===== config.mk =====
export PLATFORM = sky130hd
export DESIGN_NAME = rxdesc_dma
export DESIGN_NICKNAME = d
export VERILOG_FILES = /design/src/rtl/rxdesc_dma.sv
export SDC_FILE = /design/constraint.sdc
export NUM_CORES = 1
export LEC_CHECK = 0
export BUFFER_PORTS_ARGS = -buffer_cell sky130_fd_sc_hd__buf_4
export CAP_MARGIN = 25
export CELL_PAD_IN_SITES_DETAIL_PLACEMENT = 0
export CELL_PAD_IN_SITES_GLOBAL_PLACEMENT = 1
export CORE_MARGIN = 2
export CORE_UTILIZATION = 29
export DETAILED_ROUTE_END_ITERATION = 7
export GPL_TIMING_DRIVEN = 0
export PLACE_DENSITY = 0.54
export SKIP_CTS_REPAIR_TIMING = 1
export SLEW_MARGIN = 0
export SYNTH_ARGS = -nofsm -noshare
export SYNTH_HDL_FRONTEND = slang
export SYNTH_SLANG_ARGS = --single-unit
export TNS_END_PERCENT = 10

===== constraint.sdc =====
create_clock -name clk -period 11.45 [get_ports clk]
set_clock_uncertainty 0.15 [all_clocks]
set_input_delay 2.8625 -clock clk [delete_from_list [all_inputs] [get_ports clk]]
set_output_delay 2.8625 -clock clk [all_outputs]
set_load 0.1 [all_outputs]

===== src/rtl/rxdesc_dma.sv =====
module rxdesc_dma #(
  parameter int MISS_W = 16
) (
  input  logic              clk,
  input  logic              rst_n,
  input  logic              base_ld,
  input  logic [31:0]       base_data,
  input  logic              poll,
  input  logic              rx_valid,
  input  logic              rx_sof,
  input  logic              rx_eof,
  input  logic              rx_err,
  input  logic [7:0]        rx_data,
  output logic              mem_req,
  output logic              mem_we,
  output logic [31:0]       mem_addr,
  output logic [3:0]        mem_be,
  output logic [31:0]       mem_wdata,
  input  logic [31:0]       mem_rdata,
  input  logic [1:0]        stat_clr,
  output logic [1:0]        int_stat,
  output logic              irq,
  output logic [MISS_W-1:0] missed_cnt
);
  localparam int LEN_W = 11;
  localparam logic [LEN_W-1:0] LEN_MAX = '1;
  localparam logic [31:0] DESC_STEP = 32'd16;

  typedef enum logic [3:0] {S_WAIT, S_F0, S_F1, S_F2, S_F3, S_F4, S_RDY, S_RX, S_WB} st_t;
  st_t state;

  logic [31:0] base_r, cur, buf1_r, buf2_r;
  logic [LEN_W-1:0] size_r, rlen;
  logic eor_r, chain_r, err_r, trunc_r;

  wire accept  = rx_valid && ((state == S_RDY && rx_sof) || state == S_RX);
  wire fits    = rlen < size_r;
  wire wr_byte = accept && fits;
  wire [31:0] baddr = buf1_r + {{(32-LEN_W){1'b0}}, rlen};
  wire [31:0] nxt = eor_r ? base_r : (chain_r ? buf2_r : cur + DESC_STEP);
  wire [31:0] status_w = {1'b0, 4'b0, rlen, err_r | trunc_r, 15'b0};
  wire dropped = rx_valid && rx_sof && !(state == S_RDY || state == S_RX);
  wire [LEN_W-1:0] rlen_inc = (rlen == LEN_MAX) ? rlen : rlen + 1'b1;

  assign irq = |int_stat;

  always_comb begin
    mem_req = 1'b0; mem_we = 1'b0; mem_addr = cur; mem_be = 4'h0; mem_wdata = 32'h0;
    case (state)
      S_F0: mem_req = 1'b1;
      S_F1: begin mem_req = mem_rdata[31]; mem_addr = cur + 32'd4; end
      S_F2: begin mem_req = 1'b1; mem_addr = cur + 32'd8; end
      S_F3: begin mem_req = 1'b1; mem_addr = cur + 32'd12; end
      S_RDY, S_RX: if (wr_byte) begin
        mem_req = 1'b1; mem_we = 1'b1;
        mem_addr = {baddr[31:2], 2'b00};
        mem_be = 4'b0001 << baddr[1:0];
        mem_wdata = {4{rx_data}};
      end
      S_WB: begin mem_req = 1'b1; mem_we = 1'b1; mem_be = 4'hF; mem_wdata = status_w; end
      default: ;
    endcase
  end

  always_ff @(posedge clk or negedge rst_n) begin
    if (!rst_n) begin
      state <= S_WAIT; base_r <= '0; cur <= '0; buf1_r <= '0; buf2_r <= '0;
      size_r <= '0; rlen <= '0; eor_r <= 1'b0; chain_r <= 1'b0;
      err_r <= 1'b0; trunc_r <= 1'b0; int_stat <= 2'b00; missed_cnt <= '0;
    end else begin
      int_stat <= (int_stat & ~stat_clr) | ((state == S_WB) ? 2'b11 : 2'b00);
      if (dropped && missed_cnt != '1) missed_cnt <= missed_cnt + 1'b1;
      case (state)
        S_WAIT: if (poll) state <= S_F0;
        S_F0:   state <= S_F1;
        S_F1:   state <= mem_rdata[31] ? S_F2 : S_WAIT;
        S_F2: begin
          size_r <= mem_rdata[LEN_W-1:0]; chain_r <= mem_rdata[24]; eor_r <= mem_rdata[25];
          state <= S_F3;
        end
        S_F3: begin buf1_r <= mem_rdata; state <= S_F4; end
        S_F4: begin buf2_r <= mem_rdata; state <= S_RDY; end
        S_RDY: if (accept) begin
          rlen <= rlen_inc; err_r <= rx_err; trunc_r <= !fits;
          state <= rx_eof ? S_WB : S_RX;
        end
        S_RX: if (accept) begin
          rlen <= rlen_inc; err_r <= err_r | rx_err; trunc_r <= trunc_r | !fits;
          if (rx_eof) state <= S_WB;
        end
        S_WB: begin cur <= nxt; rlen <= '0; state <= S_F0; end
        default: state <= S_WAIT;
      endcase
      if (base_ld) begin
        base_r <= base_data; cur <= base_data; rlen <= '0; state <= S_F0;
      end
    end
  end

  wire status_wr = mem_req && mem_we && mem_be == 4'hF;
  wire byte_wr   = mem_req && mem_we && mem_be != 4'hF;

  assert_byte_lane_R3: assert property (@(posedge clk) disable iff (!rst_n)
    byte_wr |-> $countones(mem_be) == 1);
  assert_fetch_follows_R7: assert property (@(posedge clk) disable iff (!rst_n)
    (status_wr && !base_ld) |=> (mem_req && !mem_we && mem_addr == $past(nxt)));
  assert_irq_after_done_R10: assert property (@(posedge clk) disable iff (!rst_n)
    status_wr |=> int_stat == 2'b11 && irq);
  assert_quiet_wait_R8: assert property (@(posedge clk) disable iff (!rst_n)
    state == S_WAIT |-> !mem_req);
  assert_missed_step_R9: assert property (@(posedge clk) disable iff (!rst_n)
    (dropped && missed_cnt != '1) |=> missed_cnt == $past(missed_cnt) + 1'b1);
  assert_trunc_nowrite_R5: assert property (@(posedge clk) disable iff (!rst_n)
    (state == S_RX && rx_valid && !fits) |-> !mem_req);
endmodule


==> impl_metrics.ini <==
[global_routing]
grtUsageTotal_pct = 22.3
grt_max_degree = 110
globalRouteOverflowTotal = 0
first_global_vias = 9702
antenna_found_initial = 1
grt_pass1_wl_um = 64400

[synthesis]
synthesis.instances = 1255
synth_flop_cell = sky130_fd_sc_hd__dfrtp_1
synth_enable_flop_cells = 0
yosysWarningCount = 0
synth-seq-area-share_pct = 39.7
synth_async_sr_flop_share_pct = 100
synth.ff_latch_count = 176
synth.lib_cells_used.distinct = 67
netlist_area_um2 = 11100
avgSynthCellArea_um2 = 8.85
synth_fp_nets = 1365

[floorplan]
die_height_um = 200
die_area_um2 = 39900
num_rows = 71
dieWidth_um = 200
initial_util_pct = 29.5
top_level_ports = 171
core_um2 = 37700

[timing]
report.final.setup_viol = 0
finalCriticalPeriod_ns = 8.51
setup_tns_ns = 0
max_slew_margin_pct = 38.2
final-max-slew-violation-count = 0
post-route-period-util_pct = 74.3
worst_slew_pin_slew_ns = 0.917
rsz_0062_raised_after_global_routing = no
max_clock_freq_mhz = 117
timing_hold_violations_final = 0

[hold_path]
min-delay-path-class = flop to flop

[place]
placed_cell_area_um2 = 13100
place_hpwl_um = 33900
port_buffers = 170
finalWeightedCongestion = 0.882

[critical_path]
cpMostUsedCell = sky130_fd_sc_hd__buf_4
critical_path_peak_fanout = 10
timing.critical_path.cells = buf_4 > o21a_1 > nand2_1 > or4_4 > a21o_1 > clkbuf_1 > o221ai_1 > buf_4
cp.required_ns = 8.44
critPathLaunchType = input port
timing.critical_path.slowest_cell_delay_ns = 0.59
timing_worst_setup_path_type = input port to primary output
arrival_ns = 5.50
worst-path-buf-inv = 3
cp_slowest_cell = sky130_fd_sc_hd__or4_4
critPathCaptureType = primary output
cpLargestDelayFamily = compound AO/OA/AOI/OAI gates

[layout]
syn_to_final_growth_pct = 22.6
postLayoutCellArea_um2 = 13600
layout.cells.most_common = sky130_fd_sc_hd__buf_4
most-common-layout-cells = 182 x sky130_fd_sc_hd__buf_4, 176 x sky130_fd_sc_hd__dfrtp_1, 153 x sky130_fd_sc_hd__nand2_1, 128 x sky130_fd_sc_hd__o21ai_0, 69 x sky130_fd_sc_hd__clkbuf_1
antenna_cells_inserted = 0
layout.nets = 1556
final_layout_size_suffix_gt1_share_pct = 20.9
nFillCells = 4017

[drt]
drc = 0
route.antenna.remaining_nets = 0
wire_per_inst_um = 22.3
routed_via_density = 5.18
dr.pass1.iters = 5
route.final.wire_length_um = 43900
number_of_drc_violations_after_detailed_routing_iteration_0 = 808
vias_after_detailed_routing = 10201

[cts]
cts.sinks = 176
path_clk_slew_ns = 0.07
worstSkewPairLatency_ns = 0.47
clockBufferDepth = 2
tritoncts.num_buffers = 17
cts_max_level = 4
ctsRootBufferMaster = sky130_fd_sc_hd__clkbuf_16
cts_tree = built

[status]
outcome = finished, final reports clean

[run]
cap_violations = 0

[pwr]
power.ir.vdd_worst_uv = 107
power_leakage_nw = 5.98
power_density_nw_per_um2 = 206
[worst paths after layout]
kind / start / to / slack (ns) / depth (start not counted)
max: rx_valid / mem_addr[5] / 2.94 / 8
min: missed_cnt[10] / missed_cnt[10] / 0.34 / 1
max reg2reg: state[3] / eor_r / 8.12 / 7
min reg2reg: missed_cnt[10] / missed_cnt[10] / 0.34 / 1
max in group asynchronous: rst_n / buf1_r[26] / 7.95 / 2
min in group asynchronous: rst_n / missed_cnt[10] / 2.18 / 1
[state kept, by name, summed over array words and instances (netlist names)]
signal,cells
base_r,32
buf1_r,32
buf2_r,32
cur,32
missed_cnt,16
rlen,11
size_r,11
state,4
int_stat,2
chain_r,1
eor_r,1
err_r,1
trunc_r,1
[layer usage]
layer	track usage (%)	vias to the layer above	share of wire (%)
li1	-	4862	-
met1	33.4	4990	50
met2	33.2	305	43
met3	3.02	44	4.7
met4	6.45	0	1.9
met5	0	-	0
[power by group]
part	switching [W]	leakage [nW]	internal (W)
clock network	0.000285	0.259	0.000287
registers	0.000164	2.19	0.000791
logic	0.000885	3.53	0.000394
[worst register-to-register path, stage by stage (launching register included)]
cell and delay, ns:
sky130_fd_sc_hd__dfrtp_1 0.42, sky130_fd_sc_hd__clkbuf_1 0.25, sky130_fd_sc_hd__nor3_1 0.39, sky130_fd_sc_hd__clkbuf_1 0.48, sky130_fd_sc_hd__clkbuf_1 0.57, sky130_fd_sc_hd__clkbuf_1 0.70
sky130_fd_sc_hd__nand2_1 0.16, sky130_fd_sc_hd__o21ai_0 0.12
[final cells by class]
type	count	area, um2	area share, %
Buffer	96	423	3.11
Clock buffer	19	443	3.25
Sequential cell	176	4400	32.4
Inverter	62	233	1.71
Multi-Input combinational cell	921	6050	44.4
Tap cell	511	639	4.70
Clock inverter	13	106	0.781
Timing Repair Buffer	172	1320	9.67
[stage by stage]
step                      hold slack, ns  std cells  setup WS [ns]  util [%]  power, W
after floorplan                    0.297       1255           2.13         -   0.00182
after global placement             0.335       1936           2.98      34.6   0.00223
after detailed placement           0.333       1938           2.98      34.7   0.00223
after CTS                          0.347       1970           2.98      36.1   0.00282
after global routing               0.366       1970           2.89      36.1   0.00295
final                              0.343       1970           2.94      36.1   0.00281
[logic make-up (layout without fill, tap and decap cells)]
kind of cell,after synthesis,count (layout),synth area share [%]
xor gates and xnor gates,77,77,6.07
adders and majority gates,28,28,3.29
buffers and inverters,158,362,5.90
AOI/OAI and AO/OA,339,339,19.3
muxes,88,88,8.67
DFF,176,176,39.7
and+or+nand+nor,389,389,17.1
[cells in the mapped netlist (4+ instances only)]
cell type	instances	share of area, %
sky130_fd_sc_hd__mux2_2	66	6.7
sky130_fd_sc_hd__ha_1	26	2.9
sky130_fd_sc_hd__nor2b_1	8	0.45
sky130_fd_sc_hd__and3_1	14	0.79
sky130_fd_sc_hd__or3_1	12	0.68
sky130_fd_sc_hd__a22oi_1	4	0.27
sky130_fd_sc_hd__o22ai_1	7	0.39
sky130_fd_sc_hd__nand2b_1	8	0.45
sky130_fd_sc_hd__a21oi_1	51	2.3
sky130_fd_sc_hd__mux2i_1	22	2.0
sky130_fd_sc_hd__a31oi_1	8	0.45
sky130_fd_sc_hd__o211ai_1	36	2.4
sky130_fd_sc_hd__a21o_1	19	1.3
sky130_fd_sc_hd__dfrtp_1	176	40
sky130_fd_sc_hd__buf_2	11	0.50
sky130_fd_sc_hd__and4_1	11	0.87
sky130_fd_sc_hd__nor3_1	22	0.99
sky130_fd_sc_hd__xnor2_1	43	3.4
sky130_fd_sc_hd__xor2_1	34	2.7
sky130_fd_sc_hd__o221ai_1	13	1.0
sky130_fd_sc_hd__buf_4	13	0.88
sky130_fd_sc_hd__nand3_1	38	1.7
sky130_fd_sc_hd__o21ai_1	4	0.18
sky130_fd_sc_hd__and2_1	16	0.90
sky130_fd_sc_hd__nand4_1	20	1.1
sky130_fd_sc_hd__nand2_1	153	5.2
sky130_fd_sc_hd__o21a_1	8	0.54
sky130_fd_sc_hd__o21ai_0	128	5.8
sky130_fd_sc_hd__nand3b_1	12	0.81
sky130_fd_sc_hd__o31ai_1	10	0.68
sky130_fd_sc_hd__buf_1	4	0.14
sky130_fd_sc_hd__inv_1	60	2.0
sky130_fd_sc_hd__a211oi_1	11	0.74
sky130_fd_sc_hd__nor2_1	61	2.1
sky130_fd_sc_hd__clkbuf_1	68	2.3
No activity file was read; power rests on OpenSTA's default activity.
